===== src/rtl/pmc_pkg.sv =====
package pmc_pkg;

  typedef enum logic [2:0] {
    PM_RUN  = 3'd0,
    PM_IDLE = 3'd1,
    PM_PD   = 3'd2,
    PM_TPD  = 3'd3,
    PM_WARM = 3'd4
  } pm_state_e;

  localparam logic [1:0] CODE_NONE = 2'b00;
  localparam logic [1:0] CODE_IDLE = 2'b01;
  localparam logic [1:0] CODE_PD   = 2'b10;
  localparam logic [1:0] CODE_TPD  = 2'b11;

  typedef struct packed {
    logic cpu;
    logic per;
    logic osc;
    logic bod;
    logic cmp;
    logic wdt;
    logic rtc;
    logic rco;
  } pm_gates_t;

  function automatic pm_gates_t gates_for(pm_state_e st, logic cmp_cfg,
                                          logic wdt_cfg, logic rtc_cfg,
                                          logic rc_sys);
    pm_gates_t g;
    logic      osc_off;
    osc_off = (st == PM_PD) || (st == PM_TPD);
    g.cpu   = (st == PM_RUN);
    g.per   = (st == PM_RUN) || (st == PM_IDLE);
    g.osc   = !osc_off;
    g.bod   = (st != PM_TPD);
    g.cmp   = cmp_cfg && (st != PM_TPD);
    g.wdt   = wdt_cfg;
    g.rtc   = rtc_cfg;
    g.rco   = osc_off ? (rc_sys && rtc_cfg) : rc_sys;
    return g;
  endfunction

endpackage


===== src/rtl/pmc_wake.sv =====
module pmc_wake #(
  parameter int                 N_IRQ     = 8,
  parameter logic [N_IRQ-1:0]   WAKE_MASK = '1
) (
  input  logic [N_IRQ-1:0] irq_pend,
  input  logic [N_IRQ-1:0] irq_en,
  output logic             idle_wake,
  output logic             pd_wake
);

  logic [N_IRQ-1:0] hit;
  logic [N_IRQ-1:0] pd_hit;

  for (genvar i = 0; i < N_IRQ; i++) begin : g_line
    assign hit[i] = irq_pend[i] & irq_en[i];
    if (WAKE_MASK[i]) begin : g_cap
      assign pd_hit[i] = hit[i];
    end else begin : g_nocap
      assign pd_hit[i] = 1'b0;
    end
  end

  assign idle_wake = |hit;
  assign pd_wake   = |pd_hit;

endmodule


===== src/rtl/pmc_seq.sv =====
module pmc_seq
  import pmc_pkg::*;
#(
  parameter int OSC_WAIT = 256
) (
  input  logic      clk,
  input  logic      rst,
  input  logic      sw_wr,
  input  logic [1:0] sw_code,
  input  logic      idle_wake,
  input  logic      pd_wake,
  output pm_state_e state_q,
  output pm_state_e state_d,
  output logic [1:0] req_q
);

  localparam int CW = $clog2(OSC_WAIT + 1);
  localparam logic [CW-1:0] CNT_LOAD = CW'(OSC_WAIT - 1);

  logic [1:0]    req_d;
  logic [CW-1:0] cnt_q, cnt_d;

  always_comb begin
    state_d = state_q;
    req_d   = req_q;
    cnt_d   = cnt_q;
    unique case (state_q)
      PM_RUN: begin
        if (sw_wr && (sw_code != CODE_NONE)) begin
          req_d = sw_code;
          unique case (sw_code)
            CODE_IDLE: state_d = PM_IDLE;
            CODE_PD:   state_d = PM_PD;
            default:   state_d = PM_TPD;
          endcase
        end
      end
      PM_IDLE: begin
        if (idle_wake) begin
          state_d = PM_RUN;
          req_d   = CODE_NONE;
        end
      end
      PM_PD, PM_TPD: begin
        if (pd_wake) begin
          state_d = PM_WARM;
          req_d   = CODE_NONE;
          cnt_d   = CNT_LOAD;
        end
      end
      PM_WARM: begin
        if (cnt_q == '0) state_d = PM_RUN;
        else             cnt_d   = cnt_q - 1'b1;
      end
      default: begin
        state_d = PM_RUN;
        req_d   = CODE_NONE;
      end
    endcase
  end

  always_ff @(posedge clk) begin
    if (rst) begin
      state_q <= PM_RUN;
      req_q   <= CODE_NONE;
      cnt_q   <= '0;
    end else begin
      state_q <= state_d;
      req_q   <= req_d;
      cnt_q   <= cnt_d;
    end
  end

  // Independent count of cycles spent in warm-up, for the window check.
  logic [CW:0] warm_age;
  always_ff @(posedge clk) begin
    if (rst)                     warm_age <= '0;
    else if (state_q == PM_WARM) warm_age <= warm_age + 1'b1;
    else                         warm_age <= '0;
  end

  p_warm_len_r8: assert property (@(posedge clk) disable iff (rst)
    (state_q == PM_RUN && $past(state_q) == PM_WARM) |-> (warm_age == (CW+1)'(OSC_WAIT)));

  p_req_clear_r3: assert property (@(posedge clk) disable iff (rst)
    (state_q == PM_RUN && $past(state_q) != PM_RUN) |-> (req_q == CODE_NONE));

  p_pd_from_run_r9: assert property (@(posedge clk) disable iff (rst)
    ((state_q == PM_PD || state_q == PM_TPD || state_q == PM_IDLE) && state_q != $past(state_q))
      |-> ($past(state_q) == PM_RUN));

endmodule


===== src/rtl/pmc_gate.sv =====
module pmc_gate
  import pmc_pkg::*;
(
  input  logic      clk,
  input  logic      rst,
  input  pm_state_e state_d,
  input  logic      cfg_cmp_en,
  input  logic      cfg_wdt_en,
  input  logic      cfg_rtc_en,
  input  logic      cfg_rc_sysclk,
  output pm_gates_t gates_q
);

  pm_state_e eff_state;
  assign eff_state = rst ? PM_RUN : state_d;

  always_ff @(posedge clk) begin
    gates_q <= gates_for(eff_state, cfg_cmp_en, cfg_wdt_en, cfg_rtc_en, cfg_rc_sysclk);
  end

endmodule


===== src/rtl/pwr_mode_ctrl.sv =====
module pwr_mode_ctrl
  import pmc_pkg::*;
#(
  parameter int               N_IRQ     = 8,
  parameter logic [N_IRQ-1:0] WAKE_MASK = 8'h0F,
  parameter int               OSC_WAIT  = 256
) (
  input  logic             clk,
  input  logic             rst,
  input  logic             sw_wr,
  input  logic [1:0]       sw_code,
  input  logic [N_IRQ-1:0] irq_pend,
  input  logic [N_IRQ-1:0] irq_en,
  input  logic             cfg_cmp_en,
  input  logic             cfg_wdt_en,
  input  logic             cfg_rtc_en,
  input  logic             cfg_rc_sysclk,
  output logic [2:0]       pm_state,
  output logic [1:0]       mode_req,
  output logic             cpu_clk_en,
  output logic             per_clk_en,
  output logic             osc_en,
  output logic             bod_en,
  output logic             cmp_en,
  output logic             wdt_en,
  output logic             rtc_en,
  output logic             rco_en
);

  logic      idle_wake, pd_wake;
  pm_state_e state_q, state_d;
  pm_gates_t gates_q;

  pmc_wake #(.N_IRQ(N_IRQ), .WAKE_MASK(WAKE_MASK)) u_wake (
    .irq_pend (irq_pend),
    .irq_en   (irq_en),
    .idle_wake(idle_wake),
    .pd_wake  (pd_wake)
  );

  pmc_seq #(.OSC_WAIT(OSC_WAIT)) u_seq (
    .clk      (clk),
    .rst      (rst),
    .sw_wr    (sw_wr),
    .sw_code  (sw_code),
    .idle_wake(idle_wake),
    .pd_wake  (pd_wake),
    .state_q  (state_q),
    .state_d  (state_d),
    .req_q    (mode_req)
  );

  pmc_gate u_gate (
    .clk          (clk),
    .rst          (rst),
    .state_d      (state_d),
    .cfg_cmp_en   (cfg_cmp_en),
    .cfg_wdt_en   (cfg_wdt_en),
    .cfg_rtc_en   (cfg_rtc_en),
    .cfg_rc_sysclk(cfg_rc_sysclk),
    .gates_q      (gates_q)
  );

  assign pm_state   = state_q;
  assign cpu_clk_en = gates_q.cpu;
  assign per_clk_en = gates_q.per;
  assign osc_en     = gates_q.osc;
  assign bod_en     = gates_q.bod;
  assign cmp_en     = gates_q.cmp;
  assign wdt_en     = gates_q.wdt;
  assign rtc_en     = gates_q.rtc;
  assign rco_en     = gates_q.rco;

  p_cpu_run_only_r3: assert property (@(posedge clk) disable iff (rst)
    cpu_clk_en |-> (state_q == PM_RUN));

  p_pd_osc_off_r4: assert property (@(posedge clk) disable iff (rst)
    (state_q == PM_PD || state_q == PM_TPD) |-> (!osc_en && !per_clk_en && !cpu_clk_en));

  p_tpd_analog_off_r5: assert property (@(posedge clk) disable iff (rst)
    (state_q == PM_TPD) |-> (!bod_en && !cmp_en));

  p_bod_only_tpd_r5: assert property (@(posedge clk) disable iff (rst)
    !bod_en |-> (state_q == PM_TPD));

  p_warm_gates_r8: assert property (@(posedge clk) disable iff (rst)
    (state_q == PM_WARM) |-> (osc_en && !cpu_clk_en && !per_clk_en));

endmodule


===== config.mk =====
export PLATFORM = sky130hd
export DESIGN_NAME = pwr_mode_ctrl
export DESIGN_NICKNAME = d
export VERILOG_FILES = /design/src/rtl/pmc_pkg.sv /design/src/rtl/pmc_wake.sv /design/src/rtl/pmc_seq.sv /design/src/rtl/pmc_gate.sv /design/src/rtl/pwr_mode_ctrl.sv
export SDC_FILE = /design/constraint.sdc
export NUM_CORES = 1
export LEC_CHECK = 0
export ABC_AREA = 1
export BUFFER_PORTS_ARGS = -buffer_cell sky130_fd_sc_hd__buf_2
export CAP_MARGIN = 20
export CORE_ASPECT_RATIO = 0.5
export CORE_UTILIZATION = 38
export CTS_CLUSTER_DIAMETER = 50
export DETAILED_ROUTE_END_ITERATION = 10
export HOLD_SLACK_MARGIN = 0.06
export PLACE_DENSITY = 0.66
export SLEW_MARGIN = 30
export SYNTH_ARGS = -nofsm -noshare
export SYNTH_HDL_FRONTEND = slang
export SYNTH_HIERARCHICAL = 1
export SYNTH_SLANG_ARGS = --single-unit

===== constraint.sdc =====
create_clock -name clk -period 1.9 [get_ports clk]
set_clock_uncertainty 0.1 [all_clocks]
set_input_delay 0.475 -clock clk [delete_from_list [all_inputs] [get_ports clk]]
set_output_delay 0.475 -clock clk [all_outputs]
set_load 0.05 [all_outputs]

Word-level counts from Yosys, hierarchy flattened. Index checks and enable logic that the tools add are counted. Widths: inputs -> output; s select.

Register bits after elaboration: 22. Output and inout bits: 13. Word-level logic and storage cells: 66. Input port bits: 25.

Eq/ne operators: 14. Bitwise operators: 9. Mux-type cells: 15. Reduce and logical (&&, ||, !) cells: 16. Add/sub/neg operators: 1.

Operators with widths (number): $mux 9 (2); $pmux 9 s2 (1); $mux 3 (5); $eq 3x2->1 const B (4); $pmux 3 s4 (1); $logic_not 9->1 (1); $sub 9x1->9 const B (1); $and 1x1->1 (8); $pmux 2 s4 (1); $reduce_or 8->1 (1); $eq 3x1->1 const B (2); $logic_not 3->1 (2); $mux 2 (3); $ne 2x2->1 const B (3); $pmux 2 s2 (1); $reduce_and 4->1 (1); $reduce_bool 2->1 (2); $reduce_or 4->1 (1); $eq 3x3->1 const B (1); $logic_and 1x1->1 (3); $ne 3x2->1 const B (1); $reduce_and 3->1 (1); $eq 2x1->1 const B (1); $eq 2x2->1 const B (1); 6 further kinds (7).

Logic depth before layout (Yosys ltp).
Word-level depth: 8. Gate-level depth with buffers: 12. Mapped depth without buffers: 12.

By module. Netlist, hierarchy kept.

Modules (own cells, without submodules): pmc_seq (area an instance 819.5 sq um, cells each 126, instances 1, seq. area each 280.3 sq um); pmc_gate (area an instance 239.0 sq um, cells each 26, instances 1, seq. area each 160.2 sq um); pmc_wake (area an instance 62.6 sq um, cells each 16, instances 1, seq. area each 0.0 sq um).

Worst setup path before layout. Ideal clock, no wire load.

Path type: reg2reg. Start: reg u_seq.state_q[2]. End: reg u_gate/gates_q[3] (netlist name). Cell stages (with the launch flop): 10. Library setup time: 0.115 ns. Path buffers: 0. Setup slack: 0.056 ns. Arrival: 1.629 ns. Required time: 1.685 ns. Clock period less this slack: 1.844 ns. Cells stage by stage: dfxtp_1 inv_2 nand2_1 nor2_1 nor2_2 nand4_1 nand2_1 nand2_1 nor2_1 nor2_1.

Longest elaborated chain between the ends: 6. Elaborated cells between the ends (all ways): 14. Those cells by class: eq/ne: 5; mux: 6; reduce/logical: 3.

RTL lines: start, declared (RTL line pmc_seq.sv:12) `output pm_state_e state_q,`; start signal, assigned (RTL line pmc_seq.sv:68) `state_q <= state_d;`; $eq 3x2->1 (RTL line pmc_seq.sv:27) `unique case (state_q)`; $reduce_or 2->1 (RTL line pmc_seq.sv:27); $pmux 3 s4 (*) (RTL line pmc_seq.sv:27); via state_d[1] (RTL line pwr_mode_ctrl.sv:31) `pm_state_e state_q, state_d;`; $mux 3 (*); $ne 3x2->1 (*) (RTL line pmc_pkg.sv:37) `g.cmp = cmp_cfg && (st != PM_TPD);`; $logic_and 1x1->1 (*) (RTL line pmc_pkg.sv:37).

Mark *: on every way through the listed nets, which the timed path passes. The rest lies on a longest branch. A chain may end at the register's enable or synchronous reset.

Final worst setup path.
Start: reg u_seq.cnt_q[0]. End: reg u_gate/gates_q[0] (netlist name).

Longest elaborated chain between the ends: 7. Elaborated cells between the ends (all ways): 8. Those cells by class: eq/ne: 2; mux: 4; reduce/logical: 2.

RTL lines: start, declared (RTL line pmc_seq.sv:21) `logic [CW-1:0] cnt_q, cnt_d;`; start signal, assigned (RTL line pmc_seq.sv:70) `cnt_q <= cnt_d;`; $logic_not 9->1 (*) (RTL line pmc_seq.sv:52) `if (cnt_q == '0) state_d = PM_RUN;`; $mux 3 (*) (RTL line pmc_seq.sv:52); $pmux 3 s4 (*) (RTL line pmc_seq.sv:27); via state_d[2] (RTL line pwr_mode_ctrl.sv:31); $mux 3 (*); $eq 3x2->1 (RTL line pmc_pkg.sv:32) `osc_off = (st == PM_PD) || (st == PM_TPD);`; $logic_or 1x1->1 (*) (RTL line pmc_pkg.sv:32); $mux 1 (*) (RTL line pmc_pkg.sv:40) `g.rco = osc_off ? (rc_sys && rtc_cfg) : rc_sys;`.

Marked as above.

==> metrics <==
pin count of the biggest net entering global routing 14; YS warnings 6; Post-DP HPWL around 1800 um; Final Cycle Share 0.889; Seq/Total Area, Yosys 0.393; # setup viols final 0; Routed Antenna Nets 0; Synth Instances around 170; asr flop ratio synth 0; Critical Path RT approximately 2000 ps; CORE AREA 2700 um2; reg2reg start u_seq/cnt_q[0]; Worst setup startpoint u_seq/cnt_q[0]; first-pass GRT wire length between 3000 and 4000 um; clk root buf clkbuf_8; FP Rows 13; detailed-router iteration count before antenna repair 4; worst relative slew slack 0.711; die height about 40 um; peak supply drop 0.382 mV; Die X between 70 and 80 um; Layout Nets approximately 240; Worst-Margin Slew approximately 430 ps; RSZ-0062 raised after global routing false; status finished, final reports clean; initial antenna violation count 0; Slowest Stage Delay on Critical Path about 320 ps; Synth Register Bits 22; post-route cell area approximately 1400 um2; Via Count 1097; Placer Congestion around 0.75; WL per Instance around 9.7 um; # diodes 0; Top-Level Pins 38; Vias/cell roughly 4.4; clk slew on worst S/H paths about 80 ps; Die Footprint roughly 3200 um2; cell mode on critical path nand2_1; area delta synth->final 27.7%; worst path bufs/invs 1; power per cell area 1030 nW/um2; Syn Nets just under 200; crit path max-delay cell type dfxtp_1; crit path cell chain inv_1, ha_1, nand2_1, nor2_1, nand3_1, nand2_4, nand2_8, nor2_2, nand2_1, nand2_1, nand2_1; GRT Util Overall 0.165; Synth area leaders dfxtp_1 (39%), nand2_1 (17%), nor2_1 (8.4%), inv_1 (6.7%), nand3_1 (4.5%); Placement Cell Area 1350 um2; Pwr Total about 1500 uW; critical path arrival between 1500 and 2000 ps; syn_area_per_cell around 6.7 um2; share of cells above drive strength 1 0.286; Syn Std Cell Area 1120 um2; Hold Crit Start cfg_wdt_en; worst skew pair latency about 260 ps; Worst Hold Class input port to flip-flop; commonest non-fill, non-tap cells in the layout nand2_1 (51), buf_2 (37), nor2_1 (25); Leak roughly 0.00075 uW; critical-path maximum fanout 10; GRT overflow 0; Yosys cell types 20; vias in the first global route roughly 900; Slew Viols, Final 0; Synth area leader dfxtp_1; DRT Wirelength 2390 um; CP Launch Type flip-flop; Crit path max-delay family simple AND/OR/NAND/NOR gates; # resized after CTS 0; f_max between 500 and 600 MHz; Initial Util 0.415; kind of critical path flip-flop to flip-flop; Final Hold Fails 0; top_reg_cell synth dfxtp_1; # Max-Cap Violations 0; CTS Buf Count 3; Fin Setup TNS 0 ps; EDFF count, synth 0; Period minus WS final 1690 ps; area share of the largest cell type after synthesis 0.393; TritonCTS clock tree done; Buffers on Ports 37; H-tree levels 1; Max clock buf depth 2; crit end category flip-flop; most common cell after layout, fill and taps aside nand2_1; drt drc 0; DR iter-0 viols 26; clock sink total 22; cts hold-fix bufs 0
==> report_power, final <==
part / total (uW) / internal [uW] / switching [uW]
clock: 435 / 281 / 153
sequential: 553 / 515 / 37.6
combinational: 487 / 156 / 332
total: 1470 / 952 / 522
==> path summary, 6_finish.rpt <==
kind	cells after the start	slack [ps]	endpoint
setup reg to reg	11	210	u_gate/gates_q[0]
setup / recovery	11	210	u_gate/gates_q[0]
hold / removal	1	210	u_gate/gates_q[2]
hold reg to reg	2	390	u_seq/cnt_q[8]
==> Yosys cell counts, types with 2 or more instances <==
cell,instances
nand2_1,51
inv_1,20
a21oi_1,6
dfxtp_1,22
nor3_4,2
nor2_1,25
nand3_1,10
nand4_1,5
o21ai_1,2
nor2_2,6
o21ai_0,5
inv_2,6
==> state kept, by name (all words and copies together) (netlist names) <==
signal,cells
u_seq/state_q,3
u_seq/cnt_q,9
u_gate/gates_q,8
u_seq/req_q,2
==> layer usage <==
| metal | global-route usage | wire (um) | vias to the layer above | part of all wire |
|---|---|---|---|---|
| met5 | 0 | 0 | - | 0 |
| met4 | 0.0818 | 27 | 0 | 0.011 |
| met3 | 0.0568 | 111 | 2 | 0.047 |
| met2 | 0.298 | 1060 | 21 | 0.44 |
| met1 | 0.185 | 1190 | 469 | 0.50 |
| li1 | - | - | 605 | - |
==> cell type report <==
| type | instances | area (um2) |
|---|---|---|
| Multi-Input combinational cell | 119 | 579 |
| Inverter | 27 | 101 |
| Fill cell | 274 | 1270 |
| Tap cell | 37 | 46.3 |
| Timing Repair Buffer | 38 | 193 |
| Sequential cell | 22 | 440 |
| Clock inverter | 1 | 30.0 |
| Clock buffer | 3 | 41.3 |
==> what timing repair did <==
item | 4_1_cts | 5_1_grt
endpoints found under the hold margin | 0 | 0
setup endpoints to repair | 0 | 1
buffers inserted | 0 | 1
==> per-stage QoR <==
stage	setup WS [ps]	std cells	hold slack (ps)	utilization
final	210	247	207	0.530
after CTS	163	246	201	0.527
after global placement	128	242	357	0.501
after global routing	52.3	247	192	0.530
after floorplan	56.3	168	343	-
after detailed placement	74.6	242	369	0.501
==> kinds of logic (layout without fill, tap and decap cells) <==
| kind of cell | Yosys count | count (layout) | synth area share |
|---|---|---|---|
| AO/OA/AOI/OAI | 14 | 14 | 0.0658 |
| XOR/XNOR | 1 | 1 | 0.00781 |
| adder cells (fa/ha/maj) | 1 | 1 | 0.0112 |
| buffers and inverters | 27 | 69 | 0.0904 |
| flip-flops | 22 | 22 | 0.393 |
| AND/OR/NAND/NOR | 103 | 103 | 0.432 |
Power figures use the tool's default switching activity.
